$ cat src/rtl/psram_sleep_pkg.sv
// Shared types for the pseudo-SRAM sleep controller.
// Assumes: setup register bit positions match the low address lines.
package psram_sleep_pkg;

    typedef enum logic [1:0] {
        MODE_ACTIVE  = 2'd0,
        MODE_STANDBY = 2'd1,
        MODE_PARTIAL = 2'd2,
        MODE_DEEP    = 2'd3
    } pwr_mode_e;

    typedef enum logic [2:0] {
        ST_RUN,
        ST_ARM,
        ST_HOLD,
        ST_PARTIAL,
        ST_DEEP
    } ctl_state_e;

    localparam int CFG_W       = 5;
    localparam int CFG_QUARTER = 0;
    localparam int CFG_SPLIT   = 1;
    localparam int CFG_TOP     = 2;
    localparam int CFG_RMS     = 3;
    localparam int CFG_NO_DEEP = 4;

endpackage

$ cat src/rtl/sleep_delay_timer.sv
// Counts the wait after a sleep request.
// Assumes: run stays high for the whole wait; dropping it clears the count.
module sleep_delay_timer #(
    parameter int DELAY_CYC = 50
) (
    input  logic clk,
    input  logic rst_n,
    input  logic run,
    output logic expire
);
    localparam int CNT_W = $clog2(DELAY_CYC + 1);
    localparam logic [CNT_W-1:0] LAST = CNT_W'(DELAY_CYC - 1);

    logic [CNT_W-1:0] cnt;

    // Flag the last cycle of the wait.
    assign expire = run && (cnt == LAST);

    // Count cycles while the wait is running.
    always_ff @(posedge clk) begin
        if (!rst_n) begin
            cnt <= '0;
        end else if (!run) begin
            cnt <= '0;
        end else if (!expire) begin
            cnt <= cnt + 1'b1;
        end
    end
endmodule

$ cat src/rtl/mode_cfg_reg.sv
// Low-power setup register with a variant-dependent default.
// Assumes: load and wipe are never high together; wipe has priority.
module mode_cfg_reg
    import psram_sleep_pkg::*;
#(
    parameter bit NO_DEEP_DEFAULT = 1'b0
) (
    input  logic             clk,
    input  logic             rst_n,
    input  logic             load,
    input  logic [CFG_W-1:0] load_val,
    input  logic             wipe,
    output logic [CFG_W-1:0] cfg_q
);
    logic [CFG_W-1:0] dflt;

    // Pick the power-up value for the chosen variant.
    generate
        if (NO_DEEP_DEFAULT) begin : g_no_deep
            assign dflt = CFG_W'(1) << CFG_NO_DEEP;
        end else begin : g_deep
            assign dflt = '0;
        end
    endgenerate

    // Hold, restore or load the setup bits.
    always_ff @(posedge clk) begin
        if (!rst_n || wipe) begin
            cfg_q <= dflt;
        end else if (load) begin
            cfg_q <= load_val;
        end
    end
endmodule

$ cat src/rtl/window_decode.sv
// Decodes the window bits into address bounds.
// Assumes: ADDR_W >= 3.
module window_decode #(
    parameter int ADDR_W = 21
) (
    input  logic              split,
    input  logic              quarter,
    input  logic              top,
    output logic [ADDR_W-1:0] lo,
    output logic [ADDR_W-1:0] hi
);
    localparam logic [ADDR_W-1:0] ALL1     = '1;
    localparam logic [ADDR_W-1:0] H_BOT_HI = ALL1 >> 1;
    localparam logic [ADDR_W-1:0] Q_BOT_HI = ALL1 >> 2;
    localparam logic [ADDR_W-1:0] H_TOP_LO = ~H_BOT_HI;
    localparam logic [ADDR_W-1:0] Q_TOP_LO = ~Q_BOT_HI;

    // Choose the bounds from size and position.
    always_comb begin
        lo = '0;
        hi = ALL1;
        if (split) begin
            if (top) begin
                lo = quarter ? Q_TOP_LO : H_TOP_LO;
                hi = ALL1;
            end else begin
                lo = '0;
                hi = quarter ? Q_BOT_HI : H_BOT_HI;
            end
        end
    end
endmodule

$ cat src/rtl/psram_sleep_ctrl.sv
// Pseudo-SRAM sleep, partial refresh and reduced-size control state.
// Assumes: pins are synchronous to clk; DELAY_CYC >= 1.
module psram_sleep_ctrl
    import psram_sleep_pkg::*;
#(
    parameter int ADDR_W          = 21,
    parameter int DELAY_CYC       = 50,
    parameter bit NO_DEEP_DEFAULT = 1'b0
) (
    input  logic              clk,
    input  logic              rst_n,
    input  logic              chip_sel_n,
    input  logic [1:0]        byte_en_n,
    input  logic              wr_en_n,
    input  logic              sleep_req_n,
    input  logic [ADDR_W-1:0] addr,
    output logic [1:0]        mode,
    output logic [ADDR_W-1:0] refr_lo,
    output logic [ADDR_W-1:0] refr_hi,
    output logic              in_window,
    output logic              wr_grant,
    output logic              contents_lost
);
    ctl_state_e       state, state_nx;
    logic             selected, wr_strobe, expire;
    logic             cfg_load, cfg_wipe, waking;
    logic [CFG_W-1:0] cfg_q;
    logic             acc_rms, acc_split, acc_quarter, acc_top;
    logic [ADDR_W-1:0] dec_lo, dec_hi, acc_lo, acc_hi;

    // Decode chip selection and write strobe.
    assign selected  = !chip_sel_n && (byte_en_n != 2'b11);
    assign wr_strobe = selected && !wr_en_n;

    sleep_delay_timer #(.DELAY_CYC(DELAY_CYC)) u_timer (
        .clk    (clk),
        .rst_n  (rst_n),
        .run    (state == ST_ARM && !sleep_req_n),
        .expire (expire)
    );

    // Pick the next control state.
    always_comb begin
        state_nx = state;
        case (state)
            ST_RUN:  if (!sleep_req_n) state_nx = ST_ARM;
            ST_ARM: begin
                if (sleep_req_n)    state_nx = ST_RUN;
                else if (wr_strobe) state_nx = ST_HOLD;
                else if (expire)    state_nx = cfg_q[CFG_NO_DEEP] ? ST_PARTIAL : ST_DEEP;
            end
            default: if (sleep_req_n) state_nx = ST_RUN;
        endcase
    end

    // Advance the control state.
    always_ff @(posedge clk) begin
        if (!rst_n) state <= ST_RUN;
        else        state <= state_nx;
    end

    // Derive setup load, wipe and wake events.
    assign cfg_load = (state == ST_ARM || state == ST_HOLD) && !sleep_req_n && wr_strobe;
    assign cfg_wipe = (state == ST_ARM) && (state_nx == ST_DEEP);
    assign waking   = (state != ST_RUN) && (state_nx == ST_RUN);

    mode_cfg_reg #(.NO_DEEP_DEFAULT(NO_DEEP_DEFAULT)) u_cfg (
        .clk      (clk),
        .rst_n    (rst_n),
        .load     (cfg_load),
        .load_val (addr[CFG_W-1:0]),
        .wipe     (cfg_wipe),
        .cfg_q    (cfg_q)
    );

    // Latch the reduced-size setting at each wake.
    always_ff @(posedge clk) begin
        if (!rst_n) begin
            acc_rms     <= 1'b0;
            acc_split   <= 1'b0;
            acc_quarter <= 1'b0;
            acc_top     <= 1'b0;
        end else if (waking) begin
            acc_rms     <= cfg_q[CFG_RMS];
            acc_split   <= cfg_q[CFG_SPLIT];
            acc_quarter <= cfg_q[CFG_QUARTER];
            acc_top     <= cfg_q[CFG_TOP];
        end
    end

    window_decode #(.ADDR_W(ADDR_W)) u_refr_dec (
        .split   (cfg_q[CFG_SPLIT]),
        .quarter (cfg_q[CFG_QUARTER]),
        .top     (cfg_q[CFG_TOP]),
        .lo      (dec_lo),
        .hi      (dec_hi)
    );

    window_decode #(.ADDR_W(ADDR_W)) u_acc_dec (
        .split   (acc_split),
        .quarter (acc_quarter),
        .top     (acc_top),
        .lo      (acc_lo),
        .hi      (acc_hi)
    );

    // Report refresh bounds, narrowed only in partial refresh.
    always_comb begin
        if (state == ST_PARTIAL) begin
            refr_lo = dec_lo;
            refr_hi = dec_hi;
        end else begin
            refr_lo = '0;
            refr_hi = '1;
        end
    end

    // Check the address against the usable window.
    assign in_window = !acc_rms || ((addr >= acc_lo) && (addr <= acc_hi));

    // Allow array writes only when awake and in range.
    assign wr_grant = (state == ST_RUN) && sleep_req_n && wr_strobe && in_window;

    // Map the control state onto the reported mode.
    always_comb begin
        case (state)
            ST_PARTIAL: mode = MODE_PARTIAL;
            ST_DEEP:    mode = MODE_DEEP;
            default:    mode = selected ? MODE_ACTIVE : MODE_STANDBY;
        endcase
    end

    // Track loss of array data across deep sleep.
    always_ff @(posedge clk) begin
        if (!rst_n)        contents_lost <= 1'b0;
        else if (cfg_wipe) contents_lost <= 1'b1;
        else if (wr_grant) contents_lost <= 1'b0;
    end
endmodule

$ cat config.mk
export PLATFORM = sky130hd
export DESIGN_NAME = psram_sleep_ctrl
export DESIGN_NICKNAME = d
export VERILOG_FILES = /design/src/rtl/psram_sleep_pkg.sv /design/src/rtl/sleep_delay_timer.sv /design/src/rtl/mode_cfg_reg.sv /design/src/rtl/window_decode.sv /design/src/rtl/psram_sleep_ctrl.sv
export SDC_FILE = /design/constraint.sdc
export NUM_CORES = 1
export LEC_CHECK = 0
export ABC_AREA = 1
export BUFFER_PORTS_ARGS = -buffer_cell sky130_fd_sc_hd__buf_2
export CORE_ASPECT_RATIO = 0.8
export CORE_MARGIN = 10
export CORE_UTILIZATION = 50
export CTS_BUF_LIST = sky130_fd_sc_hd__clkbuf_4
export DETAILED_ROUTE_END_ITERATION = 10
export PLACE_DENSITY = 0.87
export SYNTH_ARGS = -nofsm -noshare
export SYNTH_HDL_FRONTEND = slang
export SYNTH_SLANG_ARGS = --single-unit
export TNS_END_PERCENT = 20
$ cat constraint.sdc
create_clock -name clk -period 4.1 [get_ports clk]
set_input_delay 0.615 -clock clk [delete_from_list [all_inputs] [get_ports clk]]
set_output_delay 0.615 -clock clk [all_outputs]
set_load 0.02 [all_outputs]
# After elaboration in Yosys (flattened, before gate mapping)
# Index checks and enable logic that the tools add are counted.
[word_totals]
elab_cells = 68
n_memories = 0
inputBits = 28
latch_bits = 0
romBits = 0
ramBits = 0
reg_bits = 19
[classes]
div = 0
mul = 0
mux = 25
n_lt_le_gt_ge = 2
bitwise = 0
n_eq_ne = 7
n_addsub = 1
shift = 0
n_reduce_logical = 25
[op_table]
columns = ["op", "count"]
rows = [
  ["$mux W21", 10],
  ["$mux W20", 4],
  ["$ge A21 B21 Y1", 1],
  ["$le A21 B21 Y1", 1],
  ["$mux W3", 6],
  ["$logic_and A1 B1 Y1", 12],
  ["$add A6 B1 Y6 const B", 1],
  ["$eq A3 B2 Y1 const B", 2],
  ["$eq A3 B3 Y1 const B", 2],
  ["$eq A6 B6 Y1 const B", 1],
  ["$logic_not A3 Y1", 2],
  ["$pmux W3 S2", 1],
  ["$logic_not A1 Y1", 5],
  ["$pmux W2 S2", 1],
  ["$eq A3 B1 Y1 const B", 1],
  ["$logic_or A1 B1 Y1", 3],
  ["$mux W1", 3],
  ["$reduce_bool A3 Y1", 1],
  ["$ne A2 B2 Y1 const B", 1],
  ["$reduce_and A2 Y1", 1],
  ["$reduce_bool A2 Y1", 1],
]

# Logic depth before layout (Yosys ltp)
# Gate-level depths: netlist (run 1).
[logic_depth]
word_depth = 10
mapped_depth = 14

# By module
# From an unflattened synthesis (run 1), not the netlist that was laid out.
[hier_totals]
cells_unflattened = 499
hier_area_um2 = 3059.2
[modules_own_cells]
columns = ["module", "area_each_um2", "seq_area_each_um2", "cells_each", "n_inst"]
rows = [
  ["psram_sleep_ctrl", 1906.8, 160.2, 334, 1],
  ["window_decode", 322.8, 0.0, 47, 2],
  ["sleep_delay_timer", 332.8, 120.1, 48, 1],
  ["mode_cfg_reg", 173.9, 100.1, 23, 1],
]

# Least setup slack after synthesis (run 1)
# Ideal clock, no wire load.
[synth_path]
path_kind = "input-to-output"
start = "in addr[19]"
end = "out wr_grant"
required_ns = 3.485
path_buffers = 0
path_stages = 12
slack_ns = 1.800
arrival_ns = 1.685
path_cell_list = "inv_1 -> ha_1 -> inv_1 -> nor2_1 -> nand2_1 -> nor2_1 -> nand3_1 -> nand2_1 -> nand2_1 -> nand2_1 -> nand2_1 -> inv_1"
[synth_between]
elab_chain_cells = 4
elab_cells_between_ends = 5
cone_classes = "order compare: 2; reduce/logical: 3"
[synth_rtl]
columns = ["item", "line", "rtl"]
rows = [
  ["from (decl)", "psram_sleep_ctrl.sv:16", "input logic [ADDR_W-1:0] addr,"],
  ["$ge A21 B21 Y1 / $le A21 B21 Y1 (equally long branches)", "psram_sleep_ctrl.sv:119", "assign in_window = !acc_rms || ((addr >= acc_lo) && (addr <= acc_hi));"],
  ["$logic_and A1 B1 Y1 *", "psram_sleep_ctrl.sv:119", ""],
  ["$logic_or A1 B1 Y1 *", "psram_sleep_ctrl.sv:119", ""],
  ["via in_window", "psram_sleep_ctrl.sv:20", "output logic in_window,"],
  ["$logic_and A1 B1 Y1 *", "psram_sleep_ctrl.sv:122", "assign wr_grant = (state == ST_RUN) && sleep_req_n && wr_strobe && in_window;"],
  ["to (decl)", "psram_sleep_ctrl.sv:21", "output logic wr_grant,"],
]
# Mark *: on every way through the listed nets, which the timed path passes. The rest lies on a longest branch.

# Worst setup path in the final report (run 1)
[layout_path]
start = "reg acc_split"
end = "out wr_grant"
[layout_between]
elab_chain_cells = 5
elab_cells_between_ends = 7
cone_classes = "order compare: 2; mux: 2; reduce/logical: 3"
[layout_rtl]
columns = ["item", "line", "rtl"]
rows = [
  ["from (decl)", "psram_sleep_ctrl.sv:28", "logic acc_rms, acc_split, acc_quarter, acc_top;"],
  ["from (signal assigned)", "psram_sleep_ctrl.sv:85", "acc_split <= cfg_q[CFG_SPLIT];"],
  ["$mux W21", "window_decode.sv:22", "if (split) begin"],
  ["$ge A21 B21 Y1 / $le A21 B21 Y1 (equally long branches)", "psram_sleep_ctrl.sv:119", ""],
  ["$logic_and A1 B1 Y1 *", "psram_sleep_ctrl.sv:119", ""],
  ["$logic_or A1 B1 Y1 *", "psram_sleep_ctrl.sv:119", ""],
  ["$logic_and A1 B1 Y1 *", "psram_sleep_ctrl.sv:122", ""],
]
# Mark *: on every way between the ends. The rest lies on a longest branch, timed or not.

==> metrics list, run 1 <==
- After detailed routing, the average wire length per cell comes to 10.8 um.
- Period Utilization, post-route: 0.602
- Syn Std Cell Area: 1490 sq um
* Part of the total power dissipated in the clock network: 0.265
* Maximum frequency from static timing analysis: 405 MHz
* Register bit count reported by yosys: 19
- In the final timing run, aggregate negative setup slack is 0 ns.
* Global router's overall resource usage: 0.108
- Synthesis produced a netlist whose cell count is 221.
- The worst setup path is launched from a register.
- In this run the mean area of a mapped cell was 6.73 sq um.
- Floorplan die area: 5570 sq um
- The first detailed-routing pass took 4 iterations.
- The first global-routing pass estimated 4970 um of wire.
- CTS sink count: 19
- Endpoint type of the worst setup path: output pin
- Quantity of I/O buffers inserted on ports: 36
- The analysis attributes to net switching a power of 0.120 mW.
- Proportion of synthesized chip area in sequential cells: 0.256
* CP Data Required Time: 3.48 ns
- Via total after detailed routing: 1284
- Relative to the synthesized area, the layout overhead comes to 7.23%.
- Final Critical Period: 2.47 ns
* Largest net degree at the start of global routing: 11
- The number of antenna violations at the first check in global routing was 0.
- Sum of overflow across all layers after global routing: 0
- In the routed layout, each cell is associated on average with a via count of 4.32.
- The tightest min-delay check is of the register to register type.
- Post-CTS timing repair inserted 0 buffers for setup.
* P per Cell Area: 234 nW/um^2
- After clock tree synthesis, the clock-pin slew on the worst setup and hold paths is 0.10 ns.
- Utilization after layout: 0.568
* Area of the core: 2810 sq um
- The largest total area in the synthesized netlist belongs to sky130_fd_sc_hd__dfxtp_1.
- Cts bufs inserted: 3
* Count of synthesis-stage warnings from yosys: 0
* Largest vdd supply drop: 0.000123 V
* Std cell rows: 17
* Internal Pwr Total: 0.254 mW
- Slew Viols, Final: 0
- The die is 68.8 um tall.
- The share of total power dissipated in combinational logic is 0.224.
* Remaining routing DRC violations: 0
- The number of gates resized after CTS was 0.
- The netlist uses 28 different library cells.
- GPL Wtd Cong: 0.821
- In this run the worst path has a maximum fanout of 3.
- Ranking of synthesized cells by area: sky130_fd_sc_hd__dfxtp_1, sky130_fd_sc_hd__buf_4, sky130_fd_sc_hd__nor2_1
- Run status: finished clean
* Clock buffer depth: 2
* Transition at the pin with the smallest max-transition slack: 0.545 ns
- Between clock sinks in the finished design, the worst skew comes to 0.00271 ns.
- Final Net Count: 294
- Number of H-tree levels: 1
- Switching share of power: 0.320
- TritonCTS built the clock tree.
* Final setup fails: 0
* Final wirelength: 3220 um
- In this run the horizontal extent of the chip is 81.0 um.
- Max-Slew Margin vs Limit: 0.634
- The critical path is of the register to output pin type.
* I/O pin cnt: 75
- Vias in the first global route: 1154
* Data arrival time of the worst path: 1.85 ns
- Number of max-cap violations: 0
- Count of endpoints failing hold in the final timing report: 0
- Worst-skew pair later-pin latency: 0.29 ns
- In the final layout, the share of cells above drive strength 1 is 0.205.
* HPWL after DPL: 2850 um
- Static power due to leakage: 0.833 nW
- Number of antenna cells inserted: 0
- The count of nets left with antenna violations once routing finished came out at 0.
* Initial core utilization: 0.530
- Of the total power, registers draw 0.511.
- First DRT Iteration DRCs: 72
- In this run the clock root is driven by a sky130_fd_sc_hd__clkbuf_4.
* Unrepaired setup endpoints after global routing: no
- Buffers inserted to repair hold after CTS numbered 0.
- The share of synthesized area in the top cell type comes to 0.256.
## power by group through the flow
stage,clock (mW),sequential (mW),combinational [mW]
after floorplan,0,0.194,0.0861
after detailed placement,0,0.195,0.0816
after global routing,0.114,0.191,0.0931
final,0.0989,0.191,0.0839
after global placement,0,0.195,0.0805
after CTS,0.104,0.191,0.0819
## critical path, stage by stage (launching register included)
cell and delay [ns]:
sky130_fd_sc_hd__dfxtp_1 0.36, sky130_fd_sc_hd__inv_1 0.06, sky130_fd_sc_hd__nor3_1 0.20, sky130_fd_sc_hd__ha_1 0.26, sky130_fd_sc_hd__nand2_1 0.06, sky130_fd_sc_hd__nor2_1 0.04
sky130_fd_sc_hd__nand2_1 0.05, sky130_fd_sc_hd__nor2_1 0.04, sky130_fd_sc_hd__nand2_1 0.06, sky130_fd_sc_hd__nand2_1 0.05, sky130_fd_sc_hd__nand2_1 0.05, sky130_fd_sc_hd__nand2_1 0.06
sky130_fd_sc_hd__nand2_1 0.10, sky130_fd_sc_hd__inv_1 0.05, sky130_fd_sc_hd__buf_2 0.15
## layout make-up
cell class,instances,area (sq um)
Fill cell,279,1210
Multi-Input combinational cell,174,860
Sequential cell,19,380
Timing Repair Buffer,36,180
Inverter,26,97.6
Tap cell,38,47.5
Clock buffer,4,30.0
## worst paths after layout
kind / startpoint / to / slack (ns) / depth (start not counted)
setup reg to reg: acc_split$_SDFFE_PN0P_ / contents_lost$_SDFFE_PN0P_ / 2.50 / 14
hold reg to reg: u_cfg.cfg_q[3]$_SDFFE_PP0P_ / acc_rms$_SDFFE_PN0P_ / 0.47 / 2
setup / recovery: acc_split$_SDFFE_PN0P_ / wr_grant / 1.63 / 14
hold / removal: u_cfg.cfg_q[3]$_SDFFE_PP0P_ / acc_rms$_SDFFE_PN0P_ / 0.47 / 2
## placed cells by master (no fill, tap or decap), drive strengths merged
cell type and count:
a2111oi 1, a21o 1, a21oi 17, buf 36, clkbuf 4, conb 38
dfxtp 19, ha 6, inv 26, nand2 41, nand3 6, nand4 3
nor2 41, nor3 4, nor4 3, o211ai 2, o21ai 7, or2 2
xnor2 1, xor2 1
## state kept, by name, indices dropped and copies added (netlist names)
register and flops:
contents_lost 1, acc_quarter 1, u_timer.cnt 6, acc_rms 1, acc_split 1, state 3, u_cfg.cfg_q 5, acc_top 1
## logic make-up (layout without fill, tap and decap cells)
| logic type | Yosys count | after routing | synth area share |
|---|---|---|---|
| flip-flops | 19 | 19 | 0.256 |
| AO/OA/AOI/OAI | 28 | 28 | 0.105 |
| adder cells (fa/ha/maj) | 6 | 6 | 0.0505 |
| XOR/XNOR | 2 | 2 | 0.0118 |
| AND/OR/NAND/NOR | 100 | 100 | 0.315 |
| buffers and inverters | 64 | 66 | 0.257 |
| other | 2 | 38 | 0.00505 |
## layer usage
metal | track usage | part of all wire | vias up
met5 | 0 | 0 | -
met4 | 0.0194 | 0.0071 | 0
met3 | 0.0413 | 0.12 | 2
met2 | 0.185 | 0.44 | 48
met1 | 0.127 | 0.43 | 533
li1 | - | - | 701
## Yosys cell counts, drive strengths merged
library cell and count:
a21o 1, xnor2 1, buf 38, or2 2, o21ai 7, nand4 3, conb 2, nor3 4
a2111oi 1, nor4 3, nor2 41, inv 26, xor2 1, dfxtp 19, ha 6, a21oi 17
nand3 6, nand2 41, o211ai 2
## through the flow
| stage | std cells | total power, mW | setup slack [ns] | hold WS, ns | area, sq um |
|---|---|---|---|---|---|
| floorplan | 257 | 0.281 | 1.80 | 0.429 | 1620 |
| global route | 297 | 0.398 | 1.36 | 0.496 | 1600 |
| global placement | 293 | 0.276 | 1.73 | 0.439 | 1570 |
| CTS | 297 | 0.376 | 1.62 | 0.473 | 1600 |
| detailed placement | 293 | 0.277 | 1.69 | 0.456 | 1570 |
| finish | 297 | 0.374 | 1.63 | 0.470 | 1600 |
(Power assumes the default switching activity.)
==> run 2: changes to the inputs <==
--- a/config.mk
+++ b/config.mk
@@ -9,10 +9,10 @@
 export BUFFER_PORTS_ARGS = -buffer_cell sky130_fd_sc_hd__buf_2
 export CORE_ASPECT_RATIO = 0.8
 export CORE_MARGIN = 10
-export CORE_UTILIZATION = 50
+export CORE_UTILIZATION = 47
 export CTS_BUF_LIST = sky130_fd_sc_hd__clkbuf_4
 export DETAILED_ROUTE_END_ITERATION = 10
-export PLACE_DENSITY = 0.87
+export PLACE_DENSITY = 0.82
 export SYNTH_ARGS = -nofsm -noshare
 export SYNTH_HDL_FRONTEND = slang
 export SYNTH_SLANG_ARGS = --single-unit
==> constraint.sdc (replaced) <==
create_clock -name clk -period 2.3 [get_ports clk]
set_input_delay 0.345 -clock clk [delete_from_list [all_inputs] [get_ports clk]]
set_output_delay 0.345 -clock clk [all_outputs]
set_load 0.02 [all_outputs]
==> run 2 against run 1 <==
Via count increased by 4.0%. Critical path depth did not move. Critical path type unchanged. Clock-buffer cell count is 1 lower. Clock skew grew 0.0011 ns. Total power grew 78%. Die area rose by 4.6%.
==> metrics list, run 2 (synthesized netlist as in run 1, its figures left out) <==
- Worst-skew pair later-pin latency: 0.30 ns (about the same)
- The slew at the pin closest to its max-slew limit came to 0.525 ns (-0.0196 ns).
- The TritonCTS sink count came to 19 (unchanged).
- HPWL after DPL: 2870 um (+0.39%)
* Area of the core: 3060 sq um (+9.1%)
- The count of vias placed by the detailed router was 1335 (+4.0%).
- The worst slew margin relative to its limit is 0.647 (+0.0132).
* Cell type of the slowest stage on the worst timing path: sky130_fd_sc_hd__dfxtp_2
- Commonest non-fill, non-tap cell in the layout: sky130_fd_sc_hd__nor2_1
- The number of nets at the end of the flow is 294 (unchanged).
- The standby leakage power came to 0.833 nW (about the same).
- STA classifies the critical path endpoint as an output pin.
* GPL Wtd Cong: 0.770 (-6.1%)
- Ranked by flip-flop count, first place goes to u_timer.cnt.
- Classification of the worst setup path: register to output pin
- Slew Viols, Final: 0 (unchanged)
- Floorplan die area: 5830 sq um (+4.6%)
- The number of optimization iterations in the first detailed-route pass was 4 (unchanged).
- Final Critical Period: 2.13 ns
- Largest vdd supply drop: 0.000219 V (+78%)
* Vias in the first global route: 1266 (+9.7%)
- Quantity of gates resized following cts: 0 (unchanged)
- The post-CTS setup repair buffer count came to 0 (unchanged).
* Cts bufs inserted: 3 (unchanged)
- The maximum fanout along the worst path was 3 (unchanged).
* I/O pin cnt: 75 (unchanged)
- The post-route clock skew came to 0.00380 ns (+0.00109 ns).
- The maximum count of clock buffers along a single path came to 2 (unchanged).
- The number of antenna violations at the first check in global routing is 0 (unchanged).
- The largest net degree at the start of global routing is 12 (+1).
- The worst hold path belongs to the class input port to register.
- Period Utilization, post-route: 0.925
* P per Cell Area: 414 nW/um^2 (+77%)
* Maximum frequency from static timing analysis: 470 MHz
* Count of hold buffers inserted by post-cts repair: 0 (unchanged)
- TritonCTS built the clock tree.
- The cell row count was 18 (+1).
* Chip width: 82.9 um (+2.4%)
- The final antenna diode count was 0 (unchanged).
- Number of vias per cell after detailed routing: 4.46 (+3.3%)
* Sum of overflow across all layers after global routing: 0 (unchanged)
- The signal on the critical path passes through inv_1, nor3_1, ha_1, nand2_1, nor2_1, nand2_1, nor2_1, nand2_1, nand2_1, nand2_1, nand2_2, nand2_2, inv_2, buf_6.
- The initial core utilization was 0.486 (-0.0442).
- Final total negative setup slack: 0 ns (unchanged)
* Register area: 383 sq um (+0.66%)
- The data required time at the worst endpoint was 1.96 ns (-1.52 ns).
* Root buffer cell: sky130_fd_sc_hd__clkbuf_4
* Remaining number of nets flagged by the antenna check after routing: 0 (unchanged)
* Chip Height: 70.3 um (+2.2%)
- The number of filler instances in the final layout is 303 (+8.6%).
* Largest registers ranked by flip-flop count: u_timer.cnt x6, u_cfg.cfg_q x5, state x3
- Number of H-tree levels: 1 (unchanged)
- The number of hold violations in the final report is 0 (unchanged).
* Remaining routing DRC violations: 0 (unchanged)
- Post-synthesis to final-layout area growth: 8.16%
- Quantity of I/O buffers inserted on ports: 36 (unchanged)
- The count of maximum capacitance violations is 0 (unchanged).
- The flow ran to the end, and the final reports show no timing, DRC or antenna violations.
* Final wirelength: 3330 um (+3.5%)
* Data arrival time of the worst path: 1.78 ns (-0.07 ns)
- First DRT Iteration DRCs: 49 (-32%)
- The overall track demand over capacity in global routing is 0.105 (-0.00298).
- Leaving out fill and tap cells, the most frequent cells in the layout are sky130_fd_sc_hd__nor2_1, sky130_fd_sc_hd__conb_1, sky130_fd_sc_hd__nand2_1, sky130_fd_sc_hd__buf_2, sky130_fd_sc_hd__inv_1.
* Routed len/inst: 11.1 um (+2.8%)
- Largest stage delay on the critical path: 0.36 ns (about the same)
* Wire length of the first global-routing pass: 5430 um (+9.2%)
* Critical Path Source Type: register
- Clock transition at the registers of the reported paths: 0.12 ns (+0.02 ns)
- The count of endpoints failing setup in the final report was 0 (unchanged).
* Post-placement worst setup slack: 0.426 ns (-1.27 ns)
* Fraction of final layout cells sized beyond drive strength 1: 0.224 (+0.0193)
* Flip-flop count of the largest register after layout: 6 (unchanged)
* Final critical-path setup slack: 0.172 ns (-1.46 ns)
- Multi-input gate area in the final layout: 865 sq um (+0.58%)
- Library cell appearing most often on the critical path: sky130_fd_sc_hd__nand2_1
==> run 2: per-layer routing <==
metal / routed length, um / track usage / up-vias / part of all wire
li1: - / - / 701 / -
met1: 1460 / 0.120 / 582 / 0.44
met2: 1530 / 0.175 / 48 / 0.46
met3: 307 / 0.0406 / 4 / 0.092
met4: 36 / 0.0321 / 0 / 0.011
met5: 0 / 0 / - / 0
==> run 2: final timing paths <==
check	startpoint	slack (ns)	end	cells past startpoint
worst min register to register	u_cfg.cfg_q[3]$_SDFFE_PP0P_	0.46	acc_rms$_SDFFE_PN0P_	2
worst max register to register	acc_split$_SDFFE_PN0P_	0.76	contents_lost$_SDFFE_PN0P_	14
worst max-delay path	acc_split$_SDFFE_PN0P_	0.17	wr_grant	14
worst min-delay path	addr[3]	0.30	u_cfg.cfg_q[3]$_SDFFE_PP0P_	3
==> run 2: worst max-delay path: cells and delay by family, from the launching register on <==
family        cells  cell delay (ns)
flops             1             0.36
simple gates     10             0.66
fa+ha+maj         1             0.26
buf+inv           3             0.21
==> run 2: final cells by class <==
class                   instances  share of cell area
flip-flops and latches         19               0.238
repair buffers                 36               0.116
inverters                      26              0.0607
well taps                      40              0.0311
clock inverters                 1             0.00311
clock buffers                   3              0.0140
multi-input cells             174               0.537
==> run 2: through the flow <==
| step | utilization | hold WS [ns] | cell area [sq um] | total power, mW | std cells |
|---|---|---|---|---|---|
| floorplan | - | 0.429 | 1620 | 0.500 | 257 |
| global placement | 0.512 | 0.440 | 1570 | 0.492 | 295 |
| detailed placement | 0.512 | 0.447 | 1570 | 0.494 | 295 |
| CTS | 0.521 | 0.304 | 1600 | 0.657 | 299 |
| global route | 0.525 | 0.330 | 1610 | 0.698 | 299 |
| finish | 0.525 | 0.297 | 1610 | 0.666 | 299 |
==> run 2: where the power goes <==
group          switching, mW  internal, mW  total [mW]
Clock                  0.109        0.0647       0.173
Sequential           0.00477         0.336       0.341
Combinational          0.113        0.0389       0.152
